$ cat src/rtl/spi_hd_pkg.sv
package spi_hd_pkg;
    typedef enum logic [1:0] {
        ST_IDLE = 2'd0,
        ST_RECV = 2'd1,
        ST_SEND = 2'd2
    } spi_state_e;
endpackage

$ cat src/rtl/spi_hd_sync.sv
module spi_hd_sync #(
    parameter int               WIDTH   = 3,
    parameter int               STAGES  = 2,
    parameter logic [WIDTH-1:0] RST_VAL = '0
) (
    input  logic             clk,
    input  logic             rst_n,
    input  logic [WIDTH-1:0] async_in,
    output logic [WIDTH-1:0] sync_out
);
    logic [WIDTH-1:0] chain_q [STAGES];

    always_ff @(posedge clk or negedge rst_n) begin
        if (!rst_n) begin
            for (int i = 0; i < STAGES; i++) chain_q[i] <= RST_VAL;
        end else begin
            chain_q[0] <= async_in;
            for (int i = 1; i < STAGES; i++) chain_q[i] <= chain_q[i-1];
        end
    end

    assign sync_out = chain_q[STAGES-1];
endmodule

$ cat src/rtl/spi_hd_rx.sv
module spi_hd_rx #(
    parameter int DATA_W = 8
) (
    input  logic              clk,
    input  logic              rst_n,
    input  logic              shift_en,
    input  logic              bit_in,
    input  logic              last_bit,
    input  logic              first_in,
    output logic [DATA_W-1:0] rx_data,
    output logic              rx_valid,
    output logic              rx_first
);
    logic [DATA_W-1:0] sr_q;

    always_ff @(posedge clk or negedge rst_n) begin
        if (!rst_n) begin
            sr_q     <= '0;
            rx_data  <= '0;
            rx_valid <= 1'b0;
            rx_first <= 1'b0;
        end else begin
            rx_valid <= 1'b0;
            rx_first <= 1'b0;
            if (shift_en) begin
                sr_q <= {sr_q[DATA_W-2:0], bit_in};
                if (last_bit) begin
                    rx_data  <= {sr_q[DATA_W-2:0], bit_in};
                    rx_valid <= 1'b1;
                    rx_first <= first_in;
                end
            end
        end
    end
endmodule

$ cat src/rtl/spi_hd_tx.sv
module spi_hd_tx #(
    parameter int DATA_W = 8
) (
    input  logic              clk,
    input  logic              rst_n,
    input  logic              clear,
    input  logic              start,
    input  logic [DATA_W-1:0] start_data,
    input  logic              wr,
    input  logic [DATA_W-1:0] wr_data,
    input  logic              adv,
    input  logic              reload,
    output logic              tx_bit
);
    logic [DATA_W-1:0] sr_q;
    logic [DATA_W-1:0] pend_q;
    logic              pend_vld_q;

    always_ff @(posedge clk or negedge rst_n) begin
        if (!rst_n) begin
            sr_q       <= '0;
            pend_q     <= '0;
            pend_vld_q <= 1'b0;
        end else if (clear) begin
            sr_q       <= '0;
            pend_vld_q <= 1'b0;
        end else if (start) begin
            sr_q       <= start_data;
            pend_vld_q <= 1'b0;
        end else if (adv && reload) begin
            sr_q       <= wr ? wr_data : (pend_vld_q ? pend_q : '0);
            pend_vld_q <= 1'b0;
        end else begin
            if (adv) sr_q <= {sr_q[DATA_W-2:0], 1'b0};
            if (wr) begin
                pend_q     <= wr_data;
                pend_vld_q <= 1'b1;
            end
        end
    end

    assign tx_bit = sr_q[DATA_W-1];
endmodule

$ cat src/rtl/spi_hd_slave.sv
module spi_hd_slave
    import spi_hd_pkg::*;
#(
    parameter int DATA_W      = 8,
    parameter int SYNC_STAGES = 2
) (
    input  logic              clk,
    input  logic              rst_n,
    input  logic              sck,
    input  logic              cs_n,
    input  logic              si,
    output logic              so,
    output logic              so_oe,
    output logic [DATA_W-1:0] rx_data,
    output logic              rx_valid,
    output logic              rx_first,
    input  logic              rd_req,
    input  logic [DATA_W-1:0] rd_data,
    output logic              tx_load,
    input  logic              tx_wr,
    input  logic [DATA_W-1:0] tx_wdata
);
    localparam int               CNT_W = $clog2(DATA_W);
    localparam logic [CNT_W-1:0] LAST  = CNT_W'(DATA_W - 1);

    logic [2:0]       pins_s;
    logic             sck_s, cs_s, si_s;
    logic             sck_p, cs_p;
    logic             sck_rise, sck_fall, cs_rise;
    spi_state_e       state_q, state_d;
    logic [CNT_W-1:0] cnt_q;
    logic             first_q, armed_q;
    logic             tx_bit;
    logic             rx_shift, tx_start, tx_adv;

    spi_hd_sync #(.WIDTH(3), .STAGES(SYNC_STAGES), .RST_VAL(3'b010)) u_sync (
        .clk(clk), .rst_n(rst_n), .async_in({sck, cs_n, si}), .sync_out(pins_s)
    );
    assign {sck_s, cs_s, si_s} = pins_s;

    always_ff @(posedge clk or negedge rst_n) begin
        if (!rst_n) begin
            sck_p <= 1'b0;
            cs_p  <= 1'b1;
        end else begin
            sck_p <= sck_s;
            cs_p  <= cs_s;
        end
    end

    assign sck_rise = sck_s & ~sck_p;
    assign sck_fall = ~sck_s & sck_p;
    assign cs_rise  = cs_s & ~cs_p;

    // next-state logic
    always_comb begin
        state_d = state_q;
        unique case (state_q)
            ST_IDLE: if (!cs_s) state_d = ST_RECV;
            ST_RECV: begin
                if (cs_s)                                        state_d = ST_IDLE;
                else if (rd_req && cnt_q == '0 && !sck_rise)     state_d = ST_SEND;
            end
            ST_SEND: if (cs_s) state_d = ST_IDLE;
            default: state_d = ST_IDLE;
        endcase
    end

    // state register
    always_ff @(posedge clk or negedge rst_n) begin
        if (!rst_n) state_q <= ST_IDLE;
        else        state_q <= state_d;
    end

    assign rx_shift = (state_q == ST_RECV) && !cs_s && sck_rise;
    assign tx_start = (state_q == ST_RECV) && (state_d == ST_SEND);
    assign tx_adv   = (state_q == ST_SEND) && !cs_s && sck_fall && armed_q;

    // bit counter, first-byte flag, falling-edge arm
    always_ff @(posedge clk or negedge rst_n) begin
        if (!rst_n) begin
            cnt_q   <= '0;
            first_q <= 1'b1;
            armed_q <= 1'b0;
        end else if (state_q == ST_IDLE || cs_s) begin
            cnt_q   <= '0;
            first_q <= 1'b1;
            armed_q <= 1'b0;
        end else begin
            if (sck_rise) begin
                cnt_q <= (cnt_q == LAST) ? '0 : cnt_q + 1'b1;
                if (state_q == ST_RECV && cnt_q == LAST) first_q <= 1'b0;
                if (state_q == ST_SEND) armed_q <= 1'b1;
            end
            if (tx_adv) armed_q <= 1'b0;
        end
    end

    spi_hd_rx #(.DATA_W(DATA_W)) u_rx (
        .clk(clk), .rst_n(rst_n), .shift_en(rx_shift), .bit_in(si_s),
        .last_bit(cnt_q == LAST), .first_in(first_q),
        .rx_data(rx_data), .rx_valid(rx_valid), .rx_first(rx_first)
    );

    spi_hd_tx #(.DATA_W(DATA_W)) u_tx (
        .clk(clk), .rst_n(rst_n), .clear(state_q == ST_IDLE),
        .start(tx_start), .start_data(rd_data),
        .wr(tx_wr && state_q == ST_SEND), .wr_data(tx_wdata),
        .adv(tx_adv), .reload(cnt_q == '0), .tx_bit(tx_bit)
    );

    // registered output: next-byte request
    always_ff @(posedge clk or negedge rst_n) begin
        if (!rst_n) tx_load <= 1'b0;
        else        tx_load <= (state_q == ST_SEND) && !cs_s && sck_rise && (cnt_q == LAST);
    end

    // state-decoded outputs
    always_comb begin
        so_oe = (state_q == ST_SEND);
        so    = so_oe & tx_bit;
    end
endmodule

$ cat config.mk
export PLATFORM = sky130hd
export DESIGN_NAME = spi_hd_slave
export DESIGN_NICKNAME = d
export VERILOG_FILES = /design/src/rtl/spi_hd_pkg.sv /design/src/rtl/spi_hd_sync.sv /design/src/rtl/spi_hd_rx.sv /design/src/rtl/spi_hd_tx.sv /design/src/rtl/spi_hd_slave.sv
export SDC_FILE = /design/constraint.sdc
export NUM_CORES = 1
export LEC_CHECK = 0
export BUFFER_PORTS_ARGS = -buffer_cell sky130_fd_sc_hd__buf_2
export CORE_AREA = 4 4 85 87
export CTS_BUF_LIST = sky130_fd_sc_hd__clkbuf_4
export DETAILED_ROUTE_END_ITERATION = 8
export DIE_AREA = 0 0 89 91
export GPL_ROUTABILITY_DRIVEN = 0
export HOLD_SLACK_MARGIN = 0.08
export RECOVER_POWER = 50
export SLEW_MARGIN = 10
export SYNTH_ARGS = -nofsm -noshare
export SYNTH_HDL_FRONTEND = slang
export SYNTH_SLANG_ARGS = --single-unit
$ cat constraint.sdc
create_clock -name clk -period 2.2 [get_ports clk]
set_input_delay 0.44 -clock clk [delete_from_list [all_inputs] [get_ports clk]]
set_output_delay 0.44 -clock clk [all_outputs]
set_load 0.02 [all_outputs]
==> summary.txt, run 1 <==
Floorplanning
  – Io pins: 36
  – Die area: between 8000 and 9000 µm²
  – Placeable core region: between 6000 and 7000 µm²
  – Chip Width: approximately 90 µm
  – Initial cell density of the core: 34.6%
  – Floorplan die height: slightly above 90 µm
  – Std cell rows: 29

Clocking
  – Clock net sink count: 49
  – Post-CTS Hold Fix Bufs: 1
  – CTS tree: built
  – Setup repair bufs after CTS: 0
  – Clock insertion delay at the later pin of the skew report: 0.36 ns
  – Cell at the root of the clock tree: sky130_fd_sc_hd__clkbuf_4
  – Maximum level of the CTS H-tree: 2
  – Deepest clock path buffer count: 2
  – Number of gates given a new drive strength after cts: 0
  – Clock buffer count from CTS: 5
  – Clock transition time at the flip-flop clock pins of the worst setup and hold paths: 0.15 ns

Power and ir drop
  – Cell leakage power: ~1.3 nW
  – Switching share of total power: a little over a quarter
  – Cell Int Power: ~1.3 mW
  – PnR Total Power: between 1.5 and 2 mW
  – Proportion of power drawn by flip-flops and latches: between 60% and 70%
  – Peak supply drop: around 0.00030 V
  – Reported net switching power: roughly 0.45 mW
  – Comb pwr share: approximately 14%
  – PwrDens: 685 nW/µm²
  – Proportion of power drawn by the clock network: around a quarter

Critical path
  – Kind of cell with the highest combined delay on the critical path: flip-flops
  – Sort of element at the start of the critical path: flop
  – Critical-path top delay cell: sky130_fd_sc_hd__dfrtp_1
  – Critical path's largest stage delay: about 0.53 ns
  – Endpoint kind of the worst setup timing path: output port
  – Category of the critical setup timing path: flop to output port
  – Critical-path cell list: nand2b_4 -> inv_1 -> and2_1 -> buf_2
  – Number of buffers and inverters on the critical path: 2
  – Data required time at the worst endpoint: ~1.8 ns
  – Max Fanout on Critical Path: 9
  – Data arrival at the endpoint of the critical path: between 1 and 1.5 ns

GRT
  – Via count of the first global-routing pass: 1449
  – Maximum number of pins on one net before global-route repair: 50
  – GR Overflow Total: 0
  – First-pass GRT wire length: 7220 µm
  – Total global routing track utilization: 11.3%
  – Initial antenna violation count: 0

Finish
  – Share of post-route cells with drive strength above 1: between 30 and 40%
  – Net count of the finished layout: 240
  – Layout Cells excl Fill: between 200 and 300
  – Relative area change from synthesis to final layout: 15.4%
  – Inserted Diodes: 0
  – Final Core Density: 39.9%
  – Fill cells: a little under 600

STA
  – Slew @ Worst Pin: between 1 and 1.5 ns
  – Count of final setup violators: 0
  – Shortest period the worst path allows: ~1.9 ns
  – Max-slew headroom at the worst pin: around a fifth
  – Clock skew: between 0.01 and 0.015 ns
  – Top achievable clock speed: approximately 0.52 GHz
  – Setup ws final: 0.281 ns
  – Sum of negative setup slack: 0 ns
  – Post-route clock period utilization: 87.2%
  – Final count of pins violating max slew: 0
  – Count of final hold-check violations: 0
  – Setup repair after global routing missed its margin: no

Synthesis
  – EDFF count, synth: 0
  – Net count after synthesis: between 150 and 200
  – Post-synth top area cell: sky130_fd_sc_hd__dfrtp_1
  – Top cells by area in the synthesized netlist: sky130_fd_sc_hd__dfrtp_1, sky130_fd_sc_hd__mux2_2, sky130_fd_sc_hd__mux2_4
  – Share of synthesized area occupied by flip-flops and latches: a little under three fifths
  – Count of distinct cell types in the synthesized netlist: 39
  – Primary FF master, synth: sky130_fd_sc_hd__dfrtp_1
  – Post-Syn Area: roughly 2200 µm²
  – Synth Register Bits: between 40 and 50
  – Synthesized area per cell: between 10 and 15 µm²
  – Number of warnings issued by yosys: 0
  – Share of the synthesized area in the top cell type: between 50% and 60%
  – Number of instances in the synthesized netlist: about 170
  – Synth async-reset ratio: 100%

Detailed routing
  – Drc violations: 0
  – Number of nets with antenna violations after detailed routing: 0
  – Per-cell via count in the routed design: about 5
  – Routed via count: roughly 1500
  – Detailed-route wire length: ~4200 µm
  – Initial drt markers: 87
  – Total iterations of the first detailed-routing run: 4
  – DR WL/cell: roughly 14 µm

Placement
  – Number of input and output port buffers inserted: 35
  – Placed Instances: ~280
  – Pre-CTS setup slack: 0.295 ns
  – Final HPWL from detailed placement: approximately 3000 µm

Worst hold path
  – Worst hold path class: primary input to flop

Outcome
  – Status: completed

Job
  – Number of maximum-capacitance violations: 0
sequential cells by signal, summed over array words and instances, names as in the netlist:
register,count
u_tx.sr_q,8
u_rx.rx_valid,1
cnt_q,3
u_rx.rx_first,1
first_q,1
armed_q,1
sck_p,1
u_sync.chain_q,3
tx_load,1
u_sync.sync_out,3
u_tx.pend_vld_q,1
state_q,2
u_rx.sr_q,7
u_tx.pend_q,8
u_rx.rx_data,8
final timing paths:
path	startpoint	to	slack, ns	depth (start not counted)
setup reg to reg	cnt_q[0]$_DFFE_PN0P_	u_tx.pend_q[6]$_DFFE_PN0P_	0.29	7
min in group asynchronous	rst_n	u_rx.rx_data[7]$_DFFE_PN0P_	0.92	3
hold reg to reg	u_sync.chain_q[4]$_DFF_PN1_	u_sync.sync_out[1]$_DFF_PN1_	0.37	0
setup / recovery	state_q[0]$_DFF_PN0_	so	0.28	4
hold / removal	cs_n	u_sync.chain_q[4]$_DFF_PN1_	0.18	1
max in group asynchronous	rst_n	u_tx.pend_q[0]$_DFFE_PN0P_	0.56	3
stage by stage:
stage / area, µm² / hold WS [ns]
2_1_floorplan: 2200 / 0.144
3_3_place_gp: 2480 / 0.332
3_5_place_dp: 2480 / 0.341
4_1_cts: 2550 / 0.163
5_1_grt: 2530 / 0.142
6_report: 2530 / 0.183
worst register-to-register path: cells and delay by family, from the launching register on:
| family | cells | cell delay (ns) |
|---|---|---|
| fa+ha+maj | 1 | 0.19 |
| buf+inv | 2 | 0.26 |
| flops | 1 | 0.42 |
| mux | 1 | 0.34 |
| simple gates | 3 | 0.61 |
cell usage after synthesis (2+ instances only):
| master | n |
|---|---|
| sky130_fd_sc_hd__ha_1 | 3 |
| sky130_fd_sc_hd__mux2_2 | 15 |
| sky130_fd_sc_hd__mux2_4 | 8 |
| sky130_fd_sc_hd__a32o_1 | 7 |
| sky130_fd_sc_hd__a31oi_1 | 6 |
| sky130_fd_sc_hd__nand2_1 | 11 |
| sky130_fd_sc_hd__and2_1 | 2 |
| sky130_fd_sc_hd__buf_2 | 3 |
| sky130_fd_sc_hd__nor3_1 | 5 |
| sky130_fd_sc_hd__a21oi_1 | 2 |
| sky130_fd_sc_hd__inv_1 | 4 |
| sky130_fd_sc_hd__dfrtp_1 | 46 |
| sky130_fd_sc_hd__nand2b_1 | 4 |
| sky130_fd_sc_hd__or3_1 | 7 |
| sky130_fd_sc_hd__nor3_2 | 2 |
| sky130_fd_sc_hd__clkbuf_1 | 3 |
| sky130_fd_sc_hd__nand3_1 | 10 |
| sky130_fd_sc_hd__a21o_1 | 7 |
| sky130_fd_sc_hd__nor2_1 | 6 |
| sky130_fd_sc_hd__dfstp_2 | 3 |
power by group through the flow:
stage | clock, mW | combinational [mW] | sequential [mW]
finish | 0.430 | 0.241 | 1.07
detailed placement | 0 | 0.247 | 1.08
global placement | 0 | 0.239 | 1.09
floorplan | 0 | 0.181 | 1.05
CTS | 0.448 | 0.250 | 1.07
global route | 0.485 | 0.264 | 1.08
placed cells by master (no fill, tap or decap), types with 2 or more instances in the layout:
master and instances:
sky130_fd_sc_hd__or3_1 7, sky130_fd_sc_hd__nand3_1 10, sky130_fd_sc_hd__a21o_1 7, sky130_fd_sc_hd__nand2_1 11, sky130_fd_sc_hd__a21oi_1 2, sky130_fd_sc_hd__buf_2 35, sky130_fd_sc_hd__inv_1 4, sky130_fd_sc_hd__nor2_1 6
sky130_fd_sc_hd__nor3_1 5, sky130_fd_sc_hd__nand2b_1 4, sky130_fd_sc_hd__dfstp_2 3, sky130_fd_sc_hd__a31oi_1 6, sky130_fd_sc_hd__ha_1 3, sky130_fd_sc_hd__mux2_4 8, sky130_fd_sc_hd__dfrtp_1 46, sky130_fd_sc_hd__clkbuf_4 6
sky130_fd_sc_hd__and2_1 2, sky130_fd_sc_hd__mux2_2 15, sky130_fd_sc_hd__nor3_2 2, sky130_fd_sc_hd__buf_4 5, sky130_fd_sc_hd__a32o_1 7
per-layer routing:
| layer | up-vias | part of all wire [%] | GRT usage [%] |
|---|---|---|---|
| met2 | 22 | 49 | 17.5 |
| met4 | 0 | 0.71 | 3.35 |
| met1 | 731 | 47 | 15.4 |
| li1 | 712 | - | - |
| met3 | 2 | 3.6 | 3.17 |
| met5 | - | 0 | 0 |
area by class of cell:
type                    instances  area [µm²]  area share [%]
clock inverters                 2        13.8           0.543
clock buffers                   6        45.0            1.78
multi-input cells             112         907            35.8
flip-flops and latches         49        1230            48.5
inverters                       4        15.0           0.592
repair buffers                 42         228            8.98
well taps                      77        96.3            3.80
cells by family after synthesis:
logic type               share of synthesized area [%]
flip-flops                                        56.0
AND/OR/NAND/NOR                                   15.7
AO/OA/AOI/OAI                                     10.3
multiplexers                                      13.6
buffers and inverters                             2.73
adder cells (fa/ha/maj)                           1.71
Note: power is estimated with default switching activity, not from simulation.
==> run 2: changes to the inputs <==
- CORE_AREA: 4 4 85 87 -> 4 4 86 88
- DIE_AREA: 0 0 89 91 -> 0 0 90 92
- SYNTH_HIERARCHICAL: default -> 1
==> run 2 against run 1 <==
  * Maximum frequency shrank 5.1%
  * Clock skew shrank 0.0076 ns
  * Setup slack lost 0.10 ns
  * Largest cell class unchanged
  * Critical path depth grew 5
  * Critical endpoint is now u_tx/sr_q[5]$_DFFE_PN0P_
  * Clock-buffer cell count shrank 1
  * Wire length grew 2.4%
  * Sequential power is essentially flat
  * Cell area grew 3.3%
  * Die area grew 2.2%
  * Register-to-register slack lost 0.11 ns
  * Core utilization shrank 0.52 points
==> summary.txt, run 2 <==
Critical path
  – Endpoint kind of the worst setup timing path: flop (was output port)
  – Critical path's largest stage delay: 0.42 ns (was 0.53 ns)
  – Kind of cell with the highest combined delay on the critical path: simple AND/OR/NAND/NOR gates (was flip-flops)
  – Sort of element at the start of the critical path: flop (unchanged)
  – Number of buffers and inverters on the critical path: 2 (unchanged)
  – Category of the critical setup timing path: flop to flop (was flop to output port)
  – Path length in cells of the critical path: 9 (was 4)
  – Critical-path top delay cell: sky130_fd_sc_hd__dfrtp_1 (unchanged)
  – Critical-path cell list: inv_1 -> ha_1 -> nor2b_1 -> and2_1 -> and3_4 -> buf_4 -> nand2b_4 -> a2bb2oi_1 -> o31ai_1 (was nand2b_4 -> inv_1 -> and2_1 -> buf_2)
  – Data arrival at the endpoint of the critical path: 2.29 ns (was 1.48 ns)
  – Register-to-Register Path Depth: 9 (was 7)
  – Data required time at the worst endpoint: 2.47 ns (was 1.76 ns)
  – Max Fanout on Critical Path: 11 (was 9)

Power and ir drop
  – Switching share of total power: 26.4% (was 26.2%)
  – Comb pwr share: 13.6% (was 13.9%)
  – PwrDens: 652 nW/µm² (was 685 nW/µm²)
  – Cell leakage power: 1.32 nW (was 1.29 nW)
  – Peak supply drop: 0.000380 V (was 0.000305 V)
  – Cell Int Power: 1.25 mW (was 1.28 mW)
  – Proportion of power drawn by the clock network: 25.0% (was 24.8%)
  – Reported net switching power: 0.451 mW (was 0.454 mW)
  – Proportion of power drawn by flip-flops and latches: 61.3% (about the same)

Job
  – Number of maximum-capacitance violations: 0 (unchanged)

Synthesis
  – Post-Syn Area: 2240 µm² (was 2200 µm²)
  – Synth async-reset ratio: 100% (unchanged)
  – Top cells by area in the synthesized netlist: sky130_fd_sc_hd__dfrtp_1, sky130_fd_sc_hd__mux2_4, sky130_fd_sc_hd__dfstp_2 (was sky130_fd_sc_hd__dfrtp_1, sky130_fd_sc_hd__mux2_2, sky130_fd_sc_hd__mux2_4)
  – Count of distinct cell types in the synthesized netlist: 42 (was 39)
  – Synthesized area per cell: 13.3 µm² (was 12.7 µm²)
  – Share of the synthesized area in the top cell type: 51.3% (was 52.4%)
  – Post-synth top area cell: sky130_fd_sc_hd__dfrtp_1 (unchanged)
  – Net count after synthesis: 195 (was 199)
  – Number of warnings issued by yosys: 6 (was 0)
  – Synth top cells by count: sky130_fd_sc_hd__dfrtp_1, sky130_fd_sc_hd__mux2_4, sky130_fd_sc_hd__nand2_1 (was sky130_fd_sc_hd__dfrtp_1, sky130_fd_sc_hd__mux2_2, sky130_fd_sc_hd__nand2_1)
  – Primary FF master, synth: sky130_fd_sc_hd__dfrtp_1 (unchanged)
  – Number of instances in the synthesized netlist: 169 (was 173)
  – Share of synthesized area occupied by flip-flops and latches: 54.9% (was 56.0%)
  – EDFF count, synth: 0 (unchanged)
  – Synth Register Bits: 49 (unchanged)
  – Cell with the most instances after synthesis: sky130_fd_sc_hd__dfrtp_1 (unchanged)

Floorplanning
  – Chip Width: 90 µm (was 89 µm)
  – Die area: 8280 µm² (was 8100 µm²)
  – Floorplan die height: 92 µm (was 91 µm)
  – Placeable core region: 6640 µm² (was 6350 µm²)
  – Initial cell density of the core: 33.7% (was 34.6%)
  – Io pins: 36 (unchanged)
  – Std cell rows: 30 (was 29)

STA
  – Shortest period the worst path allows: 2.02 ns (was 1.92 ns)
  – Top achievable clock speed: 0.494 GHz (was 0.521 GHz)
  – Count of final hold-check violations: 0 (unchanged)
  – Setup repair after global routing missed its margin: no (unchanged)
  – Max-slew headroom at the worst pin: 10.9% (was 20.5%)
  – Post-route clock period utilization: 92.0% (was 87.2%)
  – Sum of negative setup slack: 0 ns (unchanged)
  – Final count of pins violating max slew: 0 (unchanged)
  – Count of final setup violators: 0 (unchanged)
  – Clock skew: 0.00659 ns (was 0.0142 ns)
  – Minimum hold slack: 0.159 ns (was 0.183 ns)
  – Slew @ Worst Pin: 1.34 ns (was 1.19 ns)

Finish
  – Relative area change from synthesis to final layout: 16.7% (was 15.4%)
  – Inserted Diodes: 0 (unchanged)
  – Most common cell after layout, fill and taps aside: sky130_fd_sc_hd__dfrtp_1 (unchanged)
  – Biggest registers after layout: u_rx/rx_data x8, u_tx/pend_q x8, u_tx/sr_q x8 (was u_rx.rx_data x8, u_tx.pend_q x8, u_tx.sr_q x8)
  – Share of post-route cells with drive strength above 1: 40.9% (was 37.7%)
  – Layout Cells excl Fill: 295 (was 292)
  – Commonest non-fill, non-tap cells in the layout: sky130_fd_sc_hd__dfrtp_1, sky130_fd_sc_hd__buf_2, sky130_fd_sc_hd__mux2_4, sky130_fd_sc_hd__nand2_1 (was sky130_fd_sc_hd__dfrtp_1, sky130_fd_sc_hd__buf_2, sky130_fd_sc_hd__mux2_2, sky130_fd_sc_hd__nand2_1, sky130_fd_sc_hd__nand3_1)
  – Net count of the finished layout: 240 (unchanged)
  – Final Cell Area: 2620 µm² (was 2530 µm²)

Worst hold path
  – Worst hold path class: primary input to flop (unchanged)
  – Hold path depth: 1 (unchanged)

GRT
  – Total global routing track utilization: 11.4% (was 11.3%)
  – First-pass GRT wire length: 7600 µm (was 7220 µm)
  – Initial antenna violation count: 0 (unchanged)
  – GR Overflow Total: 0 (unchanged)
  – Via count of the first global-routing pass: 1516 (was 1449)
  – Maximum number of pins on one net before global-route repair: 27 (was 50)

Clocking
  – Clock insertion delay at the later pin of the skew report: 0.36 ns (about the same)
  – Clock net sink count: 49 (unchanged)
  – Clock transition time at the flip-flop clock pins of the worst setup and hold paths: 0.15 ns (about the same)
  – Maximum level of the CTS H-tree: 2 (unchanged)
  – Clock buffer count from CTS: 5 (unchanged)
  – CTS tree: built (unchanged)
  – Deepest clock path buffer count: 2 (unchanged)
  – Cell at the root of the clock tree: sky130_fd_sc_hd__clkbuf_4 (unchanged)

Detailed routing
  – Detailed-route wire length: 4320 µm (was 4220 µm)
  – Drc violations: 0 (unchanged)
  – Total iterations of the first detailed-routing run: 4 (unchanged)
  – Per-cell via count in the routed design: 4.91 (was 5.02)
  – DR WL/cell: 14.7 µm (was 14.5 µm)
  – Routed via count: 1449 (was 1467)
  – Number of nets with antenna violations after detailed routing: 0 (unchanged)
  – Initial drt markers: 49 (was 87)

Placement
  – Final HPWL from detailed placement: 3130 µm (was 3070 µm)
  – Placed Instances: 286 (was 283)
  – Post-placement cell area: 2540 µm² (was 2480 µm²)
  – Number of input and output port buffers inserted: 35 (unchanged)

Outcome
  – Status: completed (unchanged)
[run 2: cell count changes after synthesis, moves of 4 or more]
cell	before	now
sky130_fd_sc_hd__mux2_2	15	7
sky130_fd_sc_hd__a32o_1	7	0
sky130_fd_sc_hd__nand3_1	10	0
sky130_fd_sc_hd__or3_1	7	1
sky130_fd_sc_hd__a2bb2oi_1	0	7
sky130_fd_sc_hd__a31oi_1	6	0
sky130_fd_sc_hd__a21o_1	7	2
sky130_fd_sc_hd__nor3_1	5	1
sky130_fd_sc_hd__o31ai_1	0	7
sky130_fd_sc_hd__a221oi_1	0	6
sky130_fd_sc_hd__mux2_4	8	16
[run 2: cell type report]
class | count | area, µm²
well taps | 80 | 100
multi-input cells | 109 | 946
inverters | 3 | 11.3
fillers | 636 | 4030
flip-flops and latches | 49 | 1230
clock buffers | 5 | 37.5
clock inverters | 3 | 21.3
repair buffers | 46 | 272
[run 2: power by group through the flow]
stage	clock network, mW	registers (mW)	logic, mW
finish	0.427	1.05	0.233
CTS	0.449	1.05	0.236
floorplan	0	1.04	0.162
global route	0.492	1.06	0.258
detailed placement	0	1.06	0.232
global placement	0	1.06	0.226
[run 2: final timing paths]
| check | start | end | slack (ns) |
|---|---|---|---|
| setup / recovery | cnt_q[0]$_DFFE_PN0P_ | u_tx/sr_q[5]$_DFFE_PN0P_ | 0.18 |
| hold / removal | cs_n | u_sync/chain_q[4]$_DFF_PN1_ | 0.16 |
| setup reg to reg | cnt_q[0]$_DFFE_PN0P_ | u_tx/sr_q[5]$_DFFE_PN0P_ | 0.18 |
| hold reg to reg | u_sync/chain_q[4]$_DFF_PN1_ | u_sync/sync_out[1]$_DFF_PN1_ | 0.37 |
| max in group asynchronous | rst_n | u_rx/rx_data[0]$_DFFE_PN0P_ | 0.54 |
| min in group asynchronous | rst_n | armed_q$_DFFE_PN0P_ | 0.89 |
[run 2: worst reg2reg max path, delay by kind of cell, from the launching register on]
kind / cells / cell delay, ns
AND/OR/NAND/NOR: 4 / 0.68
AO/OA/AOI/OAI: 2 / 0.42
flip-flops: 1 / 0.42
buffers and inverters: 2 / 0.23
adder cells (fa/ha/maj): 1 / 0.18
[run 2: metal layers]
layer / wire (µm) / track usage, %
met1: 2060 / 15.8
met2: 1980 / 17.1
met4: 23 / 2.30
met5: 0 / 0
met3: 259 / 4.27
[run 2: repair_timing]
| item | in CTS | in global routing |
|---|---|---|
| setup buffers | 0 | 0 |
| resized for setup | 0 | 4 |
| setup endpoints to repair | 0 | 7 |
| hold endpoints to repair | 20 | 0 |
| hold buffers | 1 | 0 |
[run 2: cell families after synthesis]
group | count (synthesis) | synth area share [%]
adder cells (fa/ha/maj) | 3 | 1.67
flip-flops | 49 | 54.9
multiplexers | 23 | 14.2
AO/OA/AOI/OAI | 34 | 12.3
buffers and inverters | 11 | 3.52
AND/OR/NAND/NOR | 49 | 13.4
[run 2: through the flow]
stage / util [%] / setup slack, ns / power [mW]
final: 39.4 / 0.177 / 1.71
after global routing: 39.4 / 0.0146 / 1.81
after detailed placement: 38.2 / 0.0642 / 1.29
after global placement: 38.2 / 0.0643 / 1.29
after CTS: 39.2 / 0.0207 / 1.73
after floorplan: - / 0.278 / 1.21
